<file path="config.mk">
export PLATFORM = sky130hd
export DESIGN_NAME = adc_seq_ctrl
export DESIGN_NICKNAME = d
export VERILOG_FILES = /design/src/rtl/adc_seq_pkg.sv /design/src/rtl/adc_trig_sync.sv /design/src/rtl/adc_run_flag.sv /design/src/rtl/adc_conv_fsm.sv /design/src/rtl/adc_seq_ctrl.sv
export SDC_FILE = /design/constraint.sdc
export NUM_CORES = 1
export LEC_CHECK = 0
export CAP_MARGIN = 20
export CORE_UTILIZATION = 45
export CTS_CLUSTER_DIAMETER = 80
export DETAILED_ROUTE_END_ITERATION = 10
export GPL_TIMING_DRIVEN = 0
export PLACE_DENSITY = 0.82
export SLEW_MARGIN = 20
export SYNTH_ARGS = -nofsm -noshare
export SYNTH_HDL_FRONTEND = slang
export SYNTH_SLANG_ARGS = --single-unit
</file>
<file path="constraint.sdc">
create_clock -name clk -period 2.7 [get_ports clk]
set_clock_uncertainty 0.1 [all_clocks]
set_input_delay 0.54 -clock clk [delete_from_list [all_inputs] [get_ports clk]]
set_output_delay 0.54 -clock clk [all_outputs]
set_load 0.01 [all_outputs]
</file>
<file path="src/rtl/adc_seq_pkg.sv">
package adc_seq_pkg;

    typedef enum logic [1:0] {
        TRG_SW   = 2'b00,
        TRG_PIN  = 2'b01,
        TRG_TMR  = 2'b10,
        TRG_NONE = 2'b11
    } trig_sel_e;

    typedef enum logic [1:0] {
        MD_ONCE      = 2'b00,
        MD_CONT      = 2'b01,
        MD_SWEEP     = 2'b10,
        MD_SWEEP_REP = 2'b11
    } op_mode_e;

    typedef enum logic [1:0] {
        SQ_IDLE   = 2'b00,
        SQ_LAUNCH = 2'b01,
        SQ_WAIT   = 2'b10
    } seq_state_e;

endpackage

</file>
<file path="src/rtl/adc_trig_sync.sv">
module adc_trig_sync #(
    parameter int SYNC_STAGES = 2
) (
    input  logic clk,
    input  logic rst_n,
    input  logic pin_n,
    output logic fall_pulse
);
    localparam int TOP = SYNC_STAGES - 1;

    logic [SYNC_STAGES-1:0] sync_q;
    logic                   last_q;

    generate
        for (genvar i = 0; i < SYNC_STAGES; i++) begin : g_stage
            if (i == 0) begin : g_first
                always_ff @(posedge clk or negedge rst_n) begin
                    if (!rst_n) sync_q[i] <= 1'b1;
                    else        sync_q[i] <= pin_n;
                end
            end else begin : g_next
                always_ff @(posedge clk or negedge rst_n) begin
                    if (!rst_n) sync_q[i] <= 1'b1;
                    else        sync_q[i] <= sync_q[i-1];
                end
            end
        end
    endgenerate

    always_ff @(posedge clk or negedge rst_n) begin
        if (!rst_n) last_q <= 1'b1;
        else        last_q <= sync_q[TOP];
    end

    always_comb fall_pulse = last_q & ~sync_q[TOP];

    AST_FALL_SINGLE: assert property (@(posedge clk) disable iff (!rst_n)
        fall_pulse |=> !fall_pulse);

endmodule

</file>
<file path="src/rtl/adc_run_flag.sv">
module adc_run_flag
    import adc_seq_pkg::*;
(
    input  logic      clk,
    input  logic      rst_n,
    input  logic      wr_en,
    input  logic      wr_run,
    input  trig_sel_e wr_trig,
    input  trig_sel_e cur_trig,
    input  logic      pin_fall,
    input  logic      tmr_uflow,
    output logic      run_q
);
    logic run_d;

    always_comb begin
        run_d = run_q;
        if (wr_en) begin
            if (!wr_run)               run_d = 1'b0;
            else if (wr_trig == TRG_SW) run_d = 1'b1;
        end else begin
            unique case (cur_trig)
                TRG_PIN:  run_d = run_q | pin_fall;
                TRG_TMR:  run_d = run_q | tmr_uflow;
                default:  run_d = run_q;
            endcase
        end
    end

    always_ff @(posedge clk or negedge rst_n) begin
        if (!rst_n) run_q <= 1'b0;
        else        run_q <= run_d;
    end

    AST_NO_HW_CLEAR: assert property (@(posedge clk) disable iff (!rst_n)
        $fell(run_q) |-> $past(wr_en && !wr_run));

    AST_SET_HAS_SOURCE: assert property (@(posedge clk) disable iff (!rst_n)
        $rose(run_q) |-> $past(wr_en || pin_fall || tmr_uflow));

endmodule

</file>
<file path="src/rtl/adc_conv_fsm.sv">
module adc_conv_fsm
    import adc_seq_pkg::*;
#(
    parameter int CH_W  = 2,
    parameter int RES_W = 10
) (
    input  logic             clk,
    input  logic             rst_n,
    input  logic             run_flag,
    input  op_mode_e         mode,
    input  logic [CH_W-1:0]  chan_sel,
    input  logic             conv_done,
    input  logic [RES_W-1:0] conv_data,
    output logic             conv_start,
    output logic [CH_W-1:0]  conv_chan,
    output logic             irq,
    output logic [RES_W-1:0] result
);
    seq_state_e state_q, state_d;
    logic       go;
    logic       entering_launch;

    always_comb go = run_flag && (mode == MD_CONT);

    always_comb begin
        state_d = state_q;
        unique case (state_q)
            SQ_IDLE:   if (go) state_d = SQ_LAUNCH;
            SQ_LAUNCH: state_d = SQ_WAIT;
            SQ_WAIT:   if (conv_done) state_d = go ? SQ_LAUNCH : SQ_IDLE;
            default:   state_d = SQ_IDLE;
        endcase
    end

    always_ff @(posedge clk or negedge rst_n) begin
        if (!rst_n) state_q <= SQ_IDLE;
        else        state_q <= state_d;
    end

    always_comb begin
        conv_start = 1'b0;
        irq        = 1'b0;
        unique case (state_q)
            SQ_LAUNCH: conv_start = 1'b1;
            SQ_WAIT:   irq        = conv_done;
            default:   ;
        endcase
    end

    always_comb entering_launch = (state_d == SQ_LAUNCH) && (state_q != SQ_LAUNCH);

    always_ff @(posedge clk or negedge rst_n) begin
        if (!rst_n) begin
            conv_chan <= '0;
            result    <= '0;
        end else begin
            if (entering_launch) conv_chan <= chan_sel;
            if (irq)             result    <= conv_data;
        end
    end

    AST_START_PULSE: assert property (@(posedge clk) disable iff (!rst_n)
        conv_start |=> !conv_start);

    AST_CHAN_HELD: assert property (@(posedge clk) disable iff (!rst_n)
        conv_start |=> $stable(conv_chan));

    AST_IRQ_PULSE: assert property (@(posedge clk) disable iff (!rst_n)
        irq |=> !irq);

    AST_IRQ_NEEDS_DONE: assert property (@(posedge clk) disable iff (!rst_n)
        irq |-> conv_done);

    AST_LAUNCH_NEEDS_RUN: assert property (@(posedge clk) disable iff (!rst_n)
        conv_start |-> $past(run_flag));

    AST_RESULT_HOLD: assert property (@(posedge clk) disable iff (!rst_n)
        !irq |=> $stable(result));

endmodule

</file>
<file path="src/rtl/adc_seq_ctrl.sv">
module adc_seq_ctrl
    import adc_seq_pkg::*;
#(
    parameter int CH_W        = 2,
    parameter int RES_W       = 10,
    parameter int SYNC_STAGES = 2
) (
    input  logic             clk,
    input  logic             rst_n,
    input  logic             reg_wr,
    input  logic [1:0]       reg_mode,
    input  logic [CH_W-1:0]  reg_chan,
    input  logic [1:0]       reg_trig,
    input  logic             reg_run,
    input  logic             ext_trig_n,
    input  logic             tmr_uflow,
    input  logic             conv_done,
    input  logic [RES_W-1:0] conv_data,
    output logic             run_flag,
    output logic             conv_start,
    output logic [CH_W-1:0]  conv_chan,
    output logic             irq,
    output logic [RES_W-1:0] result
);
    op_mode_e        mode_q;
    trig_sel_e       trig_q;
    logic [CH_W-1:0] chan_q;
    logic            pin_fall;

    always_ff @(posedge clk or negedge rst_n) begin
        if (!rst_n) begin
            mode_q <= MD_ONCE;
            trig_q <= TRG_SW;
            chan_q <= '0;
        end else if (reg_wr) begin
            mode_q <= op_mode_e'(reg_mode);
            trig_q <= trig_sel_e'(reg_trig);
            chan_q <= reg_chan;
        end
    end

    adc_trig_sync #(
        .SYNC_STAGES (SYNC_STAGES)
    ) u_sync (
        .clk        (clk),
        .rst_n      (rst_n),
        .pin_n      (ext_trig_n),
        .fall_pulse (pin_fall)
    );

    adc_run_flag u_flag (
        .clk       (clk),
        .rst_n     (rst_n),
        .wr_en     (reg_wr),
        .wr_run    (reg_run),
        .wr_trig   (trig_sel_e'(reg_trig)),
        .cur_trig  (trig_q),
        .pin_fall  (pin_fall),
        .tmr_uflow (tmr_uflow),
        .run_q     (run_flag)
    );

    adc_conv_fsm #(
        .CH_W  (CH_W),
        .RES_W (RES_W)
    ) u_fsm (
        .clk        (clk),
        .rst_n      (rst_n),
        .run_flag   (run_flag),
        .mode       (mode_q),
        .chan_sel   (chan_q),
        .conv_done  (conv_done),
        .conv_data  (conv_data),
        .conv_start (conv_start),
        .conv_chan  (conv_chan),
        .irq        (irq),
        .result     (result)
    );

    AST_STOPPED_NO_START: assert property (@(posedge clk) disable iff (!rst_n)
        (!run_flag && !conv_start) |=> !conv_start);

    AST_RUN_NEEDS_MODE: assert property (@(posedge clk) disable iff (!rst_n)
        (mode_q != MD_CONT && !conv_start) |=> !conv_start);

endmodule

</file>
==> results.md, run 1 <==
- Mapped Nets: 82
- Final net count: 123
- Drt via density: 4.77
- Status: finished clean
- Initial Util: 0.487
- Die footprint: 2340 µm²
- Max IR drop VDD: 0.528 mV
- DR pass1 iterations: 3
- RSZ-0062 raised after global routing: no
- Critical path arrival: 2.00 ns
- Post-synthesis adder-cell area fraction: 0
- # Post-CTS Setup Buffers: 0
- Final Wtd Congestion: 0.750
- Yosys warns: 0
- Commonest non-fill, non-tap cell in the layout: clkdlybuf4s50_1
- DR WL met3: 49 µm
- Syn Inst Count: 59
- Vias: 601
- HPWL after DPL: 1260 µm
- Deepest clock path buffer count: 2
- Crit. End Element: primary output
- CP Class: in -> out
- CTS Buf Count: 3
- I/O pin count: 38
- Flops & latches, synth: 24
- IO buf count: 36
- Synth Area per Inst: 16.4 µm²
- Min Clock Period, post-route: 2.64 ns
- Leakage power: 0.640 nW
- Core area: 1980 µm²
- Top Metal Used: met4
- Cell variety after synth: 19
- Synth Area in Compound Gates: 0.0259
- WL met2: 869 µm
- Max-cap violations: 0
- Area share of the largest cell type after synthesis: 0.544
- Total gr overflow: 0
- Post-DR wirelength/cell: 13.1 µm
- Critical Path RT: 2.06 ns
- Fin worst setup slack: 0.0635 ns
- Main combinational cell family by area after synthesis: multiplexers
- Area leader, netlist: dfrtp_1
- Antenna cells: 0
- Post-CTS Resized: 0
- CTS tree: built
- Sink Count: 24
- Pre-CTS setup slack: 0.0437 ns
- Worst hold margin: 0.0821 ns
- Post-Synth Simple-Gate Area: 0.0751
- Slew @ Worst Pin: 0.503 ns
- Share of layout cells above drive strength 1: 0.323
- Largest cells by area after synthesis: dfrtp_1, mux2_4, mux2_2
- H-tree levels: 1
- P&R area growth vs syn: 43.0%
- Final Hold Vio Count: 0
- Largest net degree at the start of global routing: 25
- Setup_tns: 0 ns
- Post-route DRC violation count: 0
- Multiplexer share of the synthesized area: 0.245
- Detailed Route WL: 1650 µm
- First-pass GRT wire length: 2940 µm
- Worst min path class: in -> async
- Clock root cell: clkbuf_4
- DR iter-0 viols: 1
- Max Slew Vio Count: 0
- Total GRT Usage: 0.168
- Ratio of final minimum period to clock period: 0.976
- Synth Cell Area: 966 µm²
- Setup violations, final: 0
- Vias in the first global route: 621
- Die Wd: 48.3 µm
- XOR/XNOR Fraction of Synth Area: 0
- Pwr dens: 816 nW/µm²
- Finished Core Util: 0.697
- Post-route ant nets: 0
- Fmax: 379 MHz
- Commonest cells after routing, fill and taps aside: clkdlybuf4s50_1, dfrtp_1, mux2_4, mux2_2
- Metal-1 WL: 713 µm
- Clk_lat worst skew: 0.30 ns
- Register area share after synthesis: 0.626
- Initial antenna violation count: 0
- Startpoint Class: input pin
- Hold_buf cts: 0
- Max-slew headroom: 0.665
- Worst Path Max Fanout: 10
- Reg clk slew, reported paths: 0.12 ns
- Std cell rows: 16
- Die Ht: 48.3 µm
==> worst paths after layout <==
| check | start | end | slack, ns | cells after the start |
|---|---|---|---|---|
| max | conv_done | irq | 0.06 | 5 |
| min | rst_n | chan_q[1]$_DFFE_PN0P_ | 0.08 | 1 |
| max reg2reg | u_fsm.state_q[1]$_DFF_PN0_ | u_fsm.conv_chan[0]$_DFFE_PN0P_ | 1.37 | 3 |
| min reg2reg | u_sync.sync_q[0]$_DFF_PN1_ | u_sync.sync_q[1]$_DFF_PN1_ | 0.27 | 0 |
| max in group asynchronous | rst_n | u_sync.last_q$_DFF_PN1_ | 2.04 | 1 |
| min in group clk | u_sync.sync_q[0]$_DFF_PN1_ | u_sync.sync_q[1]$_DFF_PN1_ | 0.27 | 0 |
==> routing by layer <==
layer	track usage	vias up
met1	0.206	299
met4	0.103	0
met3	0.0252	2
met5	0	-
li1	-	288
met2	0.279	12
==> layout make-up <==
| class | instances | area [µm²] |
|---|---|---|
| buffer | 2 | 16.3 |
| clock buffer | 4 | 26.3 |
| fill | 134 | 601 |
| inverter | 3 | 11.3 |
| multi-input combinational | 30 | 334 |
| sequential | 24 | 604 |
| tap | 27 | 33.8 |
| timing repair buffer | 36 | 355 |
==> metrics by stage <==
| step | power, mW | instances | cell area, µm² |
|---|---|---|---|
| 6_report | 1.13 | 126 | 1380 |
| 4_1_cts | 1.14 | 126 | 1390 |
| 3_3_place_gp | 0.975 | 122 | 1360 |
| 2_1_floorplan | 0.733 | 59 | 966 |
| 5_1_grt | 1.20 | 126 | 1380 |
| 3_5_place_dp | 0.985 | 122 | 1360 |
==> sequential cells by signal (all words and copies together) (netlist names) <==
signal           flops
trig_q               2
chan_q               2
u_fsm.result        10
mode_q               2
u_fsm.state_q        2
u_flag.run_q         1
u_sync.last_q        1
u_fsm.conv_chan      2
u_sync.sync_q        2
==> Yosys cell counts (all sizes together) <==
master   count
a21oi        1
and2b        1
and3b        1
buf          2
dfrtp       21
dfstp        3
inv          3
mux2        18
nand3b       1
nor2         2
nor3         1
nor4         1
nor4bb       1
o2111ai      1
o21ai        1
or2          1
==> power breakdown <==
group | switching [mW] | internal [mW]
registers | 0.0626 | 0.467
clock network | 0.0941 | 0.0575
logic | 0.136 | 0.310
==> cells by family (layout without fill, tap and decap cells) <==
kind of cell / count (synthesis) / after routing
AND/OR/NAND/NOR: 9 / 9
buffers and inverters: 5 / 45
flip-flops: 24 / 24
AO/OA/AOI/OAI: 3 / 3
multiplexers: 18 / 18
==> worst max-delay path, stage by stage <==
cell	delay, ns
clkdlybuf4s50_1	0.57
nand3b_4	0.10
buf_6	0.16
inv_1	0.07
clkdlybuf4s50_1	0.55
No activity file was read; power rests on OpenSTA's default activity.
==> run 2, diff against run 1 <==
Settings changed: CORE_UTILIZATION 45 to 34, PLACE_DENSITY 0.82 to 0.65.
Clock period 2.7 ns to 2.49 ns, I/O delays scaled along.
==> run 2 against run 1 <==
Compared with the run above: register-to-register slack worse by 0.21 ns; clock-buffer cell count stayed put; flip-flop and latch count stayed put; combinational power is 8.5% higher; largest cell class unchanged; hold slack worse by 0.035 ns; via count is 0.67% lower; highest routed layer unchanged; sequential power is 8.1% higher; worst setup slack better by 0.19 ns; largest power group unchanged; power is 8.7% higher; core utilization is 16 points lower; routed wire length is 7.1% higher; sequential share of layout area is 0.079 points lower.
==> results.md, run 2 (synthesized netlist as in run 1, its figures left out) <==
- Fin cells: 129
- Post-DR wirelength/cell: 13.7 µm
- DR WL met3: 51 µm
- Biggest register: u_fsm.result
- Worst Setup SP: u_fsm.state_q[0]$_DFF_PN0_
- Critical Path RT: 1.89 ns
- Commonest non-fill, non-tap cell in the layout: clkdlybuf4s50_1
- DR iter-0 viols: 14
- Clk_lat worst skew: 0.31 ns
- Worst path cell trace: nand3b_4 > buf_6 > inv_1 > clkdlybuf4s50_1
- Tot Pwr: 1.23 mW
- Total gr overflow: 0
- Initial Util: 0.373
- Commonest cells after routing, fill and taps aside: clkdlybuf4s50_1, dfrtp_1, mux2_4, mux2_2
- Max-slew headroom: 0.651
- RR Startpoint: u_fsm.state_q[1]$_DFF_PN0_
- Post-route DRC violation count: 0
- Std cell rows: 18
- Crit path buffers/inverters: 3
- Share of layout cells above drive strength 1: 0.323
- CP max stage cell: clkdlybuf4s50_1
- Multi-input logic area: 334 µm²
- HPWL after DPL: 1380 µm
- DR pass1 iterations: 4
- Die Ht: 55.3 µm
- Status: finished clean
- Hold_buf cts: 0
- Reg2reg setup slack: 1.16 ns
- H-tree levels: 1
- Fmax: 446 MHz
- Initial antenna violation count: 0
- Reg clk slew, reported paths: 0.13 ns
- Startpoint Class: flip-flop
- DP Cell Count: 125
- Max-cap violations: 0
- Drt via density: 4.63
- Setup_tns: 0 ns
- Reg-to-Reg End: u_fsm.conv_chan[1]$_DFFE_PN0P_
- Pwr dens: 885 nW/µm²
- Delay-heaviest family, CP: buffers and inverters
- IO buf count: 36
- Max FFs per register: 10
- Sequential cell area: 604 µm²
- Slowest stage delay, CP: 0.52 ns
- Vias: 597
- First-pass GRT wire length: 3010 µm
- Max Slew Vio Count: 0
- Final net count: 123
- Largest net degree at the start of global routing: 25
- Core area: 2590 µm²
- CTS tree: built
- Levels on crit path: 4
- Slew @ Worst Pin: 0.523 ns
- CP Class: reg -> out
- Fillcell total: 218
- Final Wtd Congestion: 0.706
- Max IR drop VDD: 0.563 mV
- P&R area growth vs syn: 43.3%
- Reg2Reg Depth: 3
- Top Metal Used: met4
- Die Wd: 55.3 µm
- Worst Setup EP: irq
- Post-route ant nets: 0
- Vias in the first global route: 618
- Critical path arrival: 1.64 ns
- Detailed Route WL: 1770 µm
- CTS Buf Count: 3
- Ratio of final minimum period to clock period: 0.900
- WL met2: 918 µm
- Leakage power: 0.641 nW
- Deepest clock path buffer count: 2
- Final Hold Vio Count: 0
- Total GRT Usage: 0.128
- Sink Count: 24
- Metal-1 WL: 774 µm
- Clock root cell: clkbuf_4
- Setup violations, final: 0
- RSZ-0062 raised after global routing: no
- I/O pin count: 38
- Die footprint: 3060 µm²
- Antenna cells: 0
- Min Clock Period, post-route: 2.24 ns
- Worst Path Max Fanout: 10
- Crit. End Element: primary output
- Worst min path class: in -> async
[run 2: where the power goes]
| part | total, mW | internal (mW) | switching, mW |
|---|---|---|---|
| clock | 0.169 | 0.0624 | 0.107 |
| sequential | 0.572 | 0.506 | 0.0663 |
| combinational | 0.484 | 0.336 | 0.148 |
| total | 1.23 | 0.904 | 0.321 |
[run 2: repair_timing]
action	in CTS	in global routing
setup endpoints to repair	1	0
resized for setup	1	0
buffers inserted	0	0
[run 2: layer usage]
layer	track usage	up-vias
met3	0.0281	2
met4	0.0750	0
li1	-	288
met5	0	-
met2	0.207	12
met1	0.158	295
[run 2: cell type report]
cell class,count,area share
multi-input combinational,30,0.241
tap,30,0.0271
timing repair buffer,36,0.256
clock buffer,4,0.0190
buffer,2,0.0118
sequential,24,0.437
inverter,3,0.00814
[run 2: worst min path at each step]
stage | startpoint | to | slack [ns] | cells after the start
global placement | u_sync.sync_q[0]$_DFF_PN1_ | u_sync.sync_q[1]$_DFF_PN1_ | 0.25 | 0
floorplan | rst_n | chan_q[0]$_DFFE_PN0P_ | 0.10 | 0
CTS | u_sync.sync_q[0]$_DFF_PN1_ | u_sync.sync_q[1]$_DFF_PN1_ | 0.27 | 0
detailed placement | u_sync.sync_q[0]$_DFF_PN1_ | u_sync.sync_q[1]$_DFF_PN1_ | 0.25 | 0
finish | rst_n | u_fsm.result[4]$_DFFE_PN0P_ | 0.05 | 1
global route | rst_n | u_fsm.state_q[0]$_DFF_PN0_ | 0.07 | 1
[run 2: stage by stage]
step | util | instance area, µm² | setup WS (ns) | hold WS (ns)
after floorplan | - | 966 | 1.08 | 0.102
after global placement | 0.527 | 1360 | -0.0240 | 0.247
after detailed placement | 0.527 | 1360 | -0.0189 | 0.250
after CTS | 0.536 | 1390 | 0.225 | 0.268
after global routing | 0.534 | 1380 | 0.167 | 0.0717
final | 0.534 | 1380 | 0.250 | 0.0473
